### config.mk
export PLATFORM = sky130hd
export DESIGN_NAME = irq_router
export DESIGN_NICKNAME = d
export VERILOG_FILES = /design/src/rtl/irq_router_pkg.sv /design/src/rtl/irq_route_regs.sv /design/src/rtl/irq_route_fanin.sv /design/src/rtl/irq_slot_swizzle.sv /design/src/rtl/irq_router.sv
export SDC_FILE = /design/constraint.sdc
export NUM_CORES = 1
export LEC_CHECK = 0
export ABC_AREA = 1
export BUFFER_PORTS_ARGS = -buffer_cell sky130_fd_sc_hd__buf_4
export CORE_MARGIN = 1
export CORE_UTILIZATION = 55
export CTS_BUF_LIST = sky130_fd_sc_hd__clkbuf_4 sky130_fd_sc_hd__clkbuf_8
export DETAILED_ROUTE_END_ITERATION = 8
export PLACE_DENSITY = 0.8
export SLEW_MARGIN = 20
export SYNTH_ARGS = -nofsm -noshare
export SYNTH_HDL_FRONTEND = slang
export SYNTH_SLANG_ARGS = --single-unit
### constraint.sdc
create_clock -name clk_i -period 2.4 [get_ports clk_i]
set_input_delay 0.36 -clock clk_i [delete_from_list [all_inputs] [get_ports clk_i]]
set_output_delay 0.36 -clock clk_i [all_outputs]
set_load 0.05 [all_outputs]
### src/rtl/irq_router_pkg.sv
package irq_router_pkg;
  localparam int BYTE_W  = 8;
  localparam int DIS_BIT = 7;
  typedef logic [BYTE_W-1:0] cfg_byte_t;
endpackage

### src/rtl/irq_route_regs.sv
module irq_route_regs
  import irq_router_pkg::*;
#(
  parameter int NUM_LINES = 4,
  parameter int SEL_W     = 4,
  parameter int ADDR_W    = 8,
  parameter int CFG_BASE  = 'h60,
  parameter logic [NUM_LINES*BYTE_W-1:0] RST_ROUTE = 32'h0B0B_0A0A
) (
  input  logic                       clk_i,
  input  logic                       rst_ni,
  input  logic                       we_i,
  input  logic [ADDR_W-1:0]          addr_i,
  input  cfg_byte_t                  wdata_i,
  output cfg_byte_t                  rdata_o,
  output logic [NUM_LINES-1:0]       line_en_o,
  output logic [NUM_LINES*SEL_W-1:0] line_sel_o
);
  logic [NUM_LINES-1:0] hit;
  cfg_byte_t            q [NUM_LINES];

  for (genvar n = 0; n < NUM_LINES; n++) begin : g_line
    assign hit[n] = (addr_i == ADDR_W'(CFG_BASE + n));

    always_ff @(posedge clk_i or negedge rst_ni) begin
      if (!rst_ni)             q[n] <= RST_ROUTE[n*BYTE_W +: BYTE_W];
      else if (we_i && hit[n]) q[n] <= wdata_i;
    end

    assign line_en_o[n]                 = ~q[n][DIS_BIT];
    assign line_sel_o[n*SEL_W +: SEL_W] = q[n][SEL_W-1:0];
  end

  always_comb begin
    rdata_o = '0;
    for (int n = 0; n < NUM_LINES; n++)
      if (hit[n]) rdata_o = q[n];
  end
endmodule

### src/rtl/irq_route_fanin.sv
module irq_route_fanin #(
  parameter int NUM_LINES = 4,
  parameter int NUM_IRQ   = 16,
  parameter int SEL_W     = 4
) (
  input  logic [NUM_LINES-1:0]       pci_i,
  input  logic [NUM_LINES-1:0]       en_i,
  input  logic [NUM_LINES*SEL_W-1:0] sel_i,
  output logic [NUM_IRQ-1:0]         irq_o
);
  for (genvar k = 0; k < NUM_IRQ; k++) begin : g_irq
    logic [NUM_LINES-1:0] match;
    for (genvar n = 0; n < NUM_LINES; n++) begin : g_src
      assign match[n] = pci_i[n] & en_i[n] & (sel_i[n*SEL_W +: SEL_W] == SEL_W'(k));
    end
    // wired-OR of every line steered here
    assign irq_o[k] = |match;
  end
endmodule

### src/rtl/irq_slot_swizzle.sv
module irq_slot_swizzle #(
  parameter int SLOT_W    = 5,
  parameter int LINE_W    = 2,
  parameter int NUM_LINES = 4,
  parameter int SWZ_FIRST = 18
) (
  input  logic [SLOT_W-1:0] slot_i,
  input  logic [LINE_W-1:0] pin_i,
  output logic [LINE_W-1:0] line_o
);
  logic              in_win;
  logic [SLOT_W-1:0] rel;

  assign in_win = (slot_i >= SLOT_W'(SWZ_FIRST)) &&
                  (slot_i <= SLOT_W'(SWZ_FIRST + NUM_LINES - 1));
  assign rel    = slot_i - SLOT_W'(SWZ_FIRST);
  // modulo NUM_LINES through truncation (power of two)
  assign line_o = in_win ? (rel[LINE_W-1:0] + pin_i) : pin_i;
endmodule

### src/rtl/irq_router.sv
module irq_router
  import irq_router_pkg::*;
#(
  parameter int NUM_LINES = 4,
  parameter int NUM_IRQ   = 16,
  parameter int ADDR_W    = 8,
  parameter int CFG_BASE  = 'h60,
  parameter int SLOT_W    = 5,
  parameter int SWZ_FIRST = 18,
  parameter logic [NUM_LINES*BYTE_W-1:0] RST_ROUTE = 32'h0B0B_0A0A,
  localparam int LINE_W = $clog2(NUM_LINES),
  localparam int SEL_W  = $clog2(NUM_IRQ)
) (
  input  logic              clk_i,
  input  logic              rst_ni,
  input  logic              cfg_we_i,
  input  logic [ADDR_W-1:0] cfg_addr_i,
  input  logic [BYTE_W-1:0] cfg_wdata_i,
  output logic [BYTE_W-1:0] cfg_rdata_o,
  input  logic [NUM_LINES-1:0] pci_irq_i,
  output logic [NUM_IRQ-1:0]   isa_irq_o,
  input  logic [SLOT_W-1:0] swz_slot_i,
  input  logic [LINE_W-1:0] swz_pin_i,
  output logic [LINE_W-1:0] swz_line_o
);
  logic [NUM_LINES-1:0]       line_en;
  logic [NUM_LINES*SEL_W-1:0] line_sel;

  irq_route_regs #(
    .NUM_LINES(NUM_LINES), .SEL_W(SEL_W), .ADDR_W(ADDR_W),
    .CFG_BASE(CFG_BASE), .RST_ROUTE(RST_ROUTE)
  ) u_regs (
    .clk_i(clk_i), .rst_ni(rst_ni), .we_i(cfg_we_i), .addr_i(cfg_addr_i),
    .wdata_i(cfg_wdata_i), .rdata_o(cfg_rdata_o),
    .line_en_o(line_en), .line_sel_o(line_sel)
  );

  irq_route_fanin #(
    .NUM_LINES(NUM_LINES), .NUM_IRQ(NUM_IRQ), .SEL_W(SEL_W)
  ) u_fanin (
    .pci_i(pci_irq_i), .en_i(line_en), .sel_i(line_sel), .irq_o(isa_irq_o)
  );

  irq_slot_swizzle #(
    .SLOT_W(SLOT_W), .LINE_W(LINE_W), .NUM_LINES(NUM_LINES), .SWZ_FIRST(SWZ_FIRST)
  ) u_swz (
    .slot_i(swz_slot_i), .pin_i(swz_pin_i), .line_o(swz_line_o)
  );
endmodule

==> impl_metrics.yaml <==
power_and_ir_drop:
  p_per_area_nw_per_um2: 464.3
  total_power_mw: 1.361
  p_leak_nw: 1.537
  seq_power_share_pct: 45.6
  p_comb_share_pct: 20.6
  power.net_switching_uw: 436.7
  p_int_uw: 923.8
  clock_power_share_pct: 33.8
  ir_worst_vdd_mv: 0.4023
  swShare_pct: 32.10
clock_network:
  cts_made_buffers: 5
  tritoncts: "built"
  root_buffer: "clkbuf_8"
  clk_pin_slew_ps: 70
  postCtsSetupBuffers: 0
  ctsLongestPathBuffers: 2
  hold_buffers: 0
  cts.sinks: 32
  htree_levels: 2
  worstSkewPairLatency_ps: 290
  cts.repair.resized: 0
critical_path:
  crit_start: "u_regs.line_sel_o[8]"
  critPathLaunchType: "flop"
  r2r_cells: 2
  worstPathCellList: "inv_1 > nor3_1 > nand2_1 > nand4_1 > buf_4"
  r2r_start: "u_regs.line_sel_o[12]"
  cp.required_ps: 2040
  critPathKind: "reg -> out"
  cp_max_fo: 5
  ff2ff_setup_slack_ps: 1520
  crit_arrival_ps: 1750
  rr_endpoint: "u_regs.line_sel_o[12]"
  endpoint: "isa_irq_o[13]"
  critPathMaxStageDelay_ps: 570
  critPathCaptureType: "output pin"
  slowest_stage: "dfstp_2"
synthesis:
  ys.flop_type: "dfrtp_1"
  avgSynthCellArea_um2: 6.727
  synthSimpleGateAreaFrac_pct: 53.35
  synth_top_family_by_area: "simple AND/OR/NAND/NOR gates"
  synth_compound_area_share_pct: 3.679
  synthesis.nets: 395
  ys_ff_latch: 32
  yosysUniqueCellTypes: 26
  synth_seq_area_share_pct: 33.21
  yosysWarnings: 0
  async_reset_ff_share_pct: 100.0
  muxShareOfSynthArea_pct: 0
  syn_area_um2: 2449
  synthAdderAreaFrac_pct: 0.5110
  synth_edf_count: 0
  synth-xor-area-share_pct: 0
  synthCells: 364
floorplanning:
  rows: 23
  start_util_pct: 59.09
  die_h_um: 68.73
  ios: 56
  coreArea_um2: 4144
  design.die.area_um2: 4723
  die_w_um: 68.73
drt:
  routedWlPerCell_um: 16.11
  drtIter0Drc: 395
  dr.pass1.iters: 5
  ant_nets: 0
  drt-total-wl_um: 7541
  viasPerCell: 5.842
  vias: 2734
  post-route-drc-count: 0
sta:
  tns_ps: 0
  timing.hold.ws_ps: -10.68
  timing.final.crit_share_pct: 88.04
  tightest_slew_ps: 498.5
  timing.fmax_ghz: 0.4733
  skew_ps: 0
  grt_setup_unrepaired: "no"
  slew_viol_final: 0
  setup-violations-final: 0
  max_slew_margin_pct: 66.51
  fin_crit_ps: 2113
  hold_viol: 10
final_layout:
  num_antenna_cells: 0
  area_delta_synth_final_pct: 19.67
  mostFrequentLayoutCells: "nand2_1, nand3_1, buf_4"
  fin_util_pct: 70.71
  final_common_cell: "nand2_1"
  fin_nets: 448
  drive_above_1_share_pct: 22.01
  fillerInstances: 356
place:
  dpl.hpwl_um: 5786
  gp_congestion: 0.9415
  port_buffers: 55
grt:
  grt_overflow: 0
  grt_max_degree: 37
  antenna_found_initial: 0
  grt_use_met2_pct: 53.80
  use_met1_pct: 47.42
  gr-max-usage-layer: "met2"
  grt_first_pass_wirelength_um: 11670
  grt_usage_pct: 34.61
  grt_pass1_vias: 2453
  met3_usage_pct: 9.375
run_status:
  violations: "hold timing"
  status: "finished with violations"
job:
  cap_violations: 0
hold_path:
  hold_path_class: "in -> async"
## critical path: cells and delay by family, from the launching register on
| family | cells | cell delay [ps] |
|---|---|---|
| flip-flops | 1 | 570 |
| AND/OR/NAND/NOR | 3 | 630 |
| buffers and inverters | 2 | 260 |
## cell families after synthesis
group / after synthesis
simple gates: 268
buf+inv: 45
flops: 32
compound gates: 18
fa+ha+maj: 1
## power by group through the flow
stage / sequential (mW) / clock (mW) / combinational [mW]
3_3_place_gp: 0.625 / 0 / 0.273
6_report: 0.621 / 0.460 / 0.280
2_1_floorplan: 0.612 / 0 / 0.171
5_1_grt: 0.623 / 0.468 / 0.307
3_5_place_dp: 0.627 / 0 / 0.277
4_1_cts: 0.618 / 0.451 / 0.278
## per-stage QoR
| step | instance area, um^2 | cells | setup slack [ps] |
|---|---|---|---|
| after floorplan | 2449 | 364 | 648.5 |
| after global placement | 2833 | 460 | 481.8 |
| after detailed placement | 2833 | 460 | 457.7 |
| after CTS | 2930 | 468 | 305.2 |
| after global routing | 2930 | 468 | 162.2 |
| final | 2930 | 468 | 287.0 |
## state kept, by name, summed over array words and instances (netlist names)
register           count
u_regs.line_sel_o     16
u_regs.q              16
## metal layers
layer | share of wire [%] | up-vias
li1 | - | 1292
met2 | 46 | 165
met1 | 41 | 1264
met5 | 0 | -
met3 | 12 | 13
met4 | 1.1 | 0
## synthesized netlist by cell type, types with 4 or more instances
cell     instances  area (um^2)
inv_1           34        127.6
nand4_1         24        150.1
nor2_1          25        93.84
nor2_4           4        45.04
dfrtp_1         22        550.5
buf_2            4        20.02
dfstp_2         10        262.8
nand2_1        134        503.0
nand3_1         64        320.3
o21ai_1          7        35.03
o21ai_0         11        55.05
## layout make-up
type / instances / area [um^2] / area share [%]
repair buffers: 55 / 412.9 / 14.09
flip-flops and latches: 32 / 813.3 / 27.75
well taps: 50 / 62.56 / 2.135
multi-input cells: 287 / 1409 / 48.08
inverters: 36 / 135.1 / 4.611
clock buffers: 8 / 97.59 / 3.330
## worst min path at each step
stage / startpoint / end / slack, ps / cells past startpoint
finish: rst_ni / u_regs.q[30] / -10 / 1
floorplan: rst_ni / u_regs.line_sel_o[0] / 60 / 0
global route: rst_ni / u_regs.q[28] / 30 / 1
global placement: rst_ni / u_regs.q[31] / 310 / 1
detailed placement: rst_ni / u_regs.q[31] / 310 / 1
CTS: rst_ni / u_regs.q[30] / 7 / 1
No activity file was read; power rests on OpenSTA's default activity.
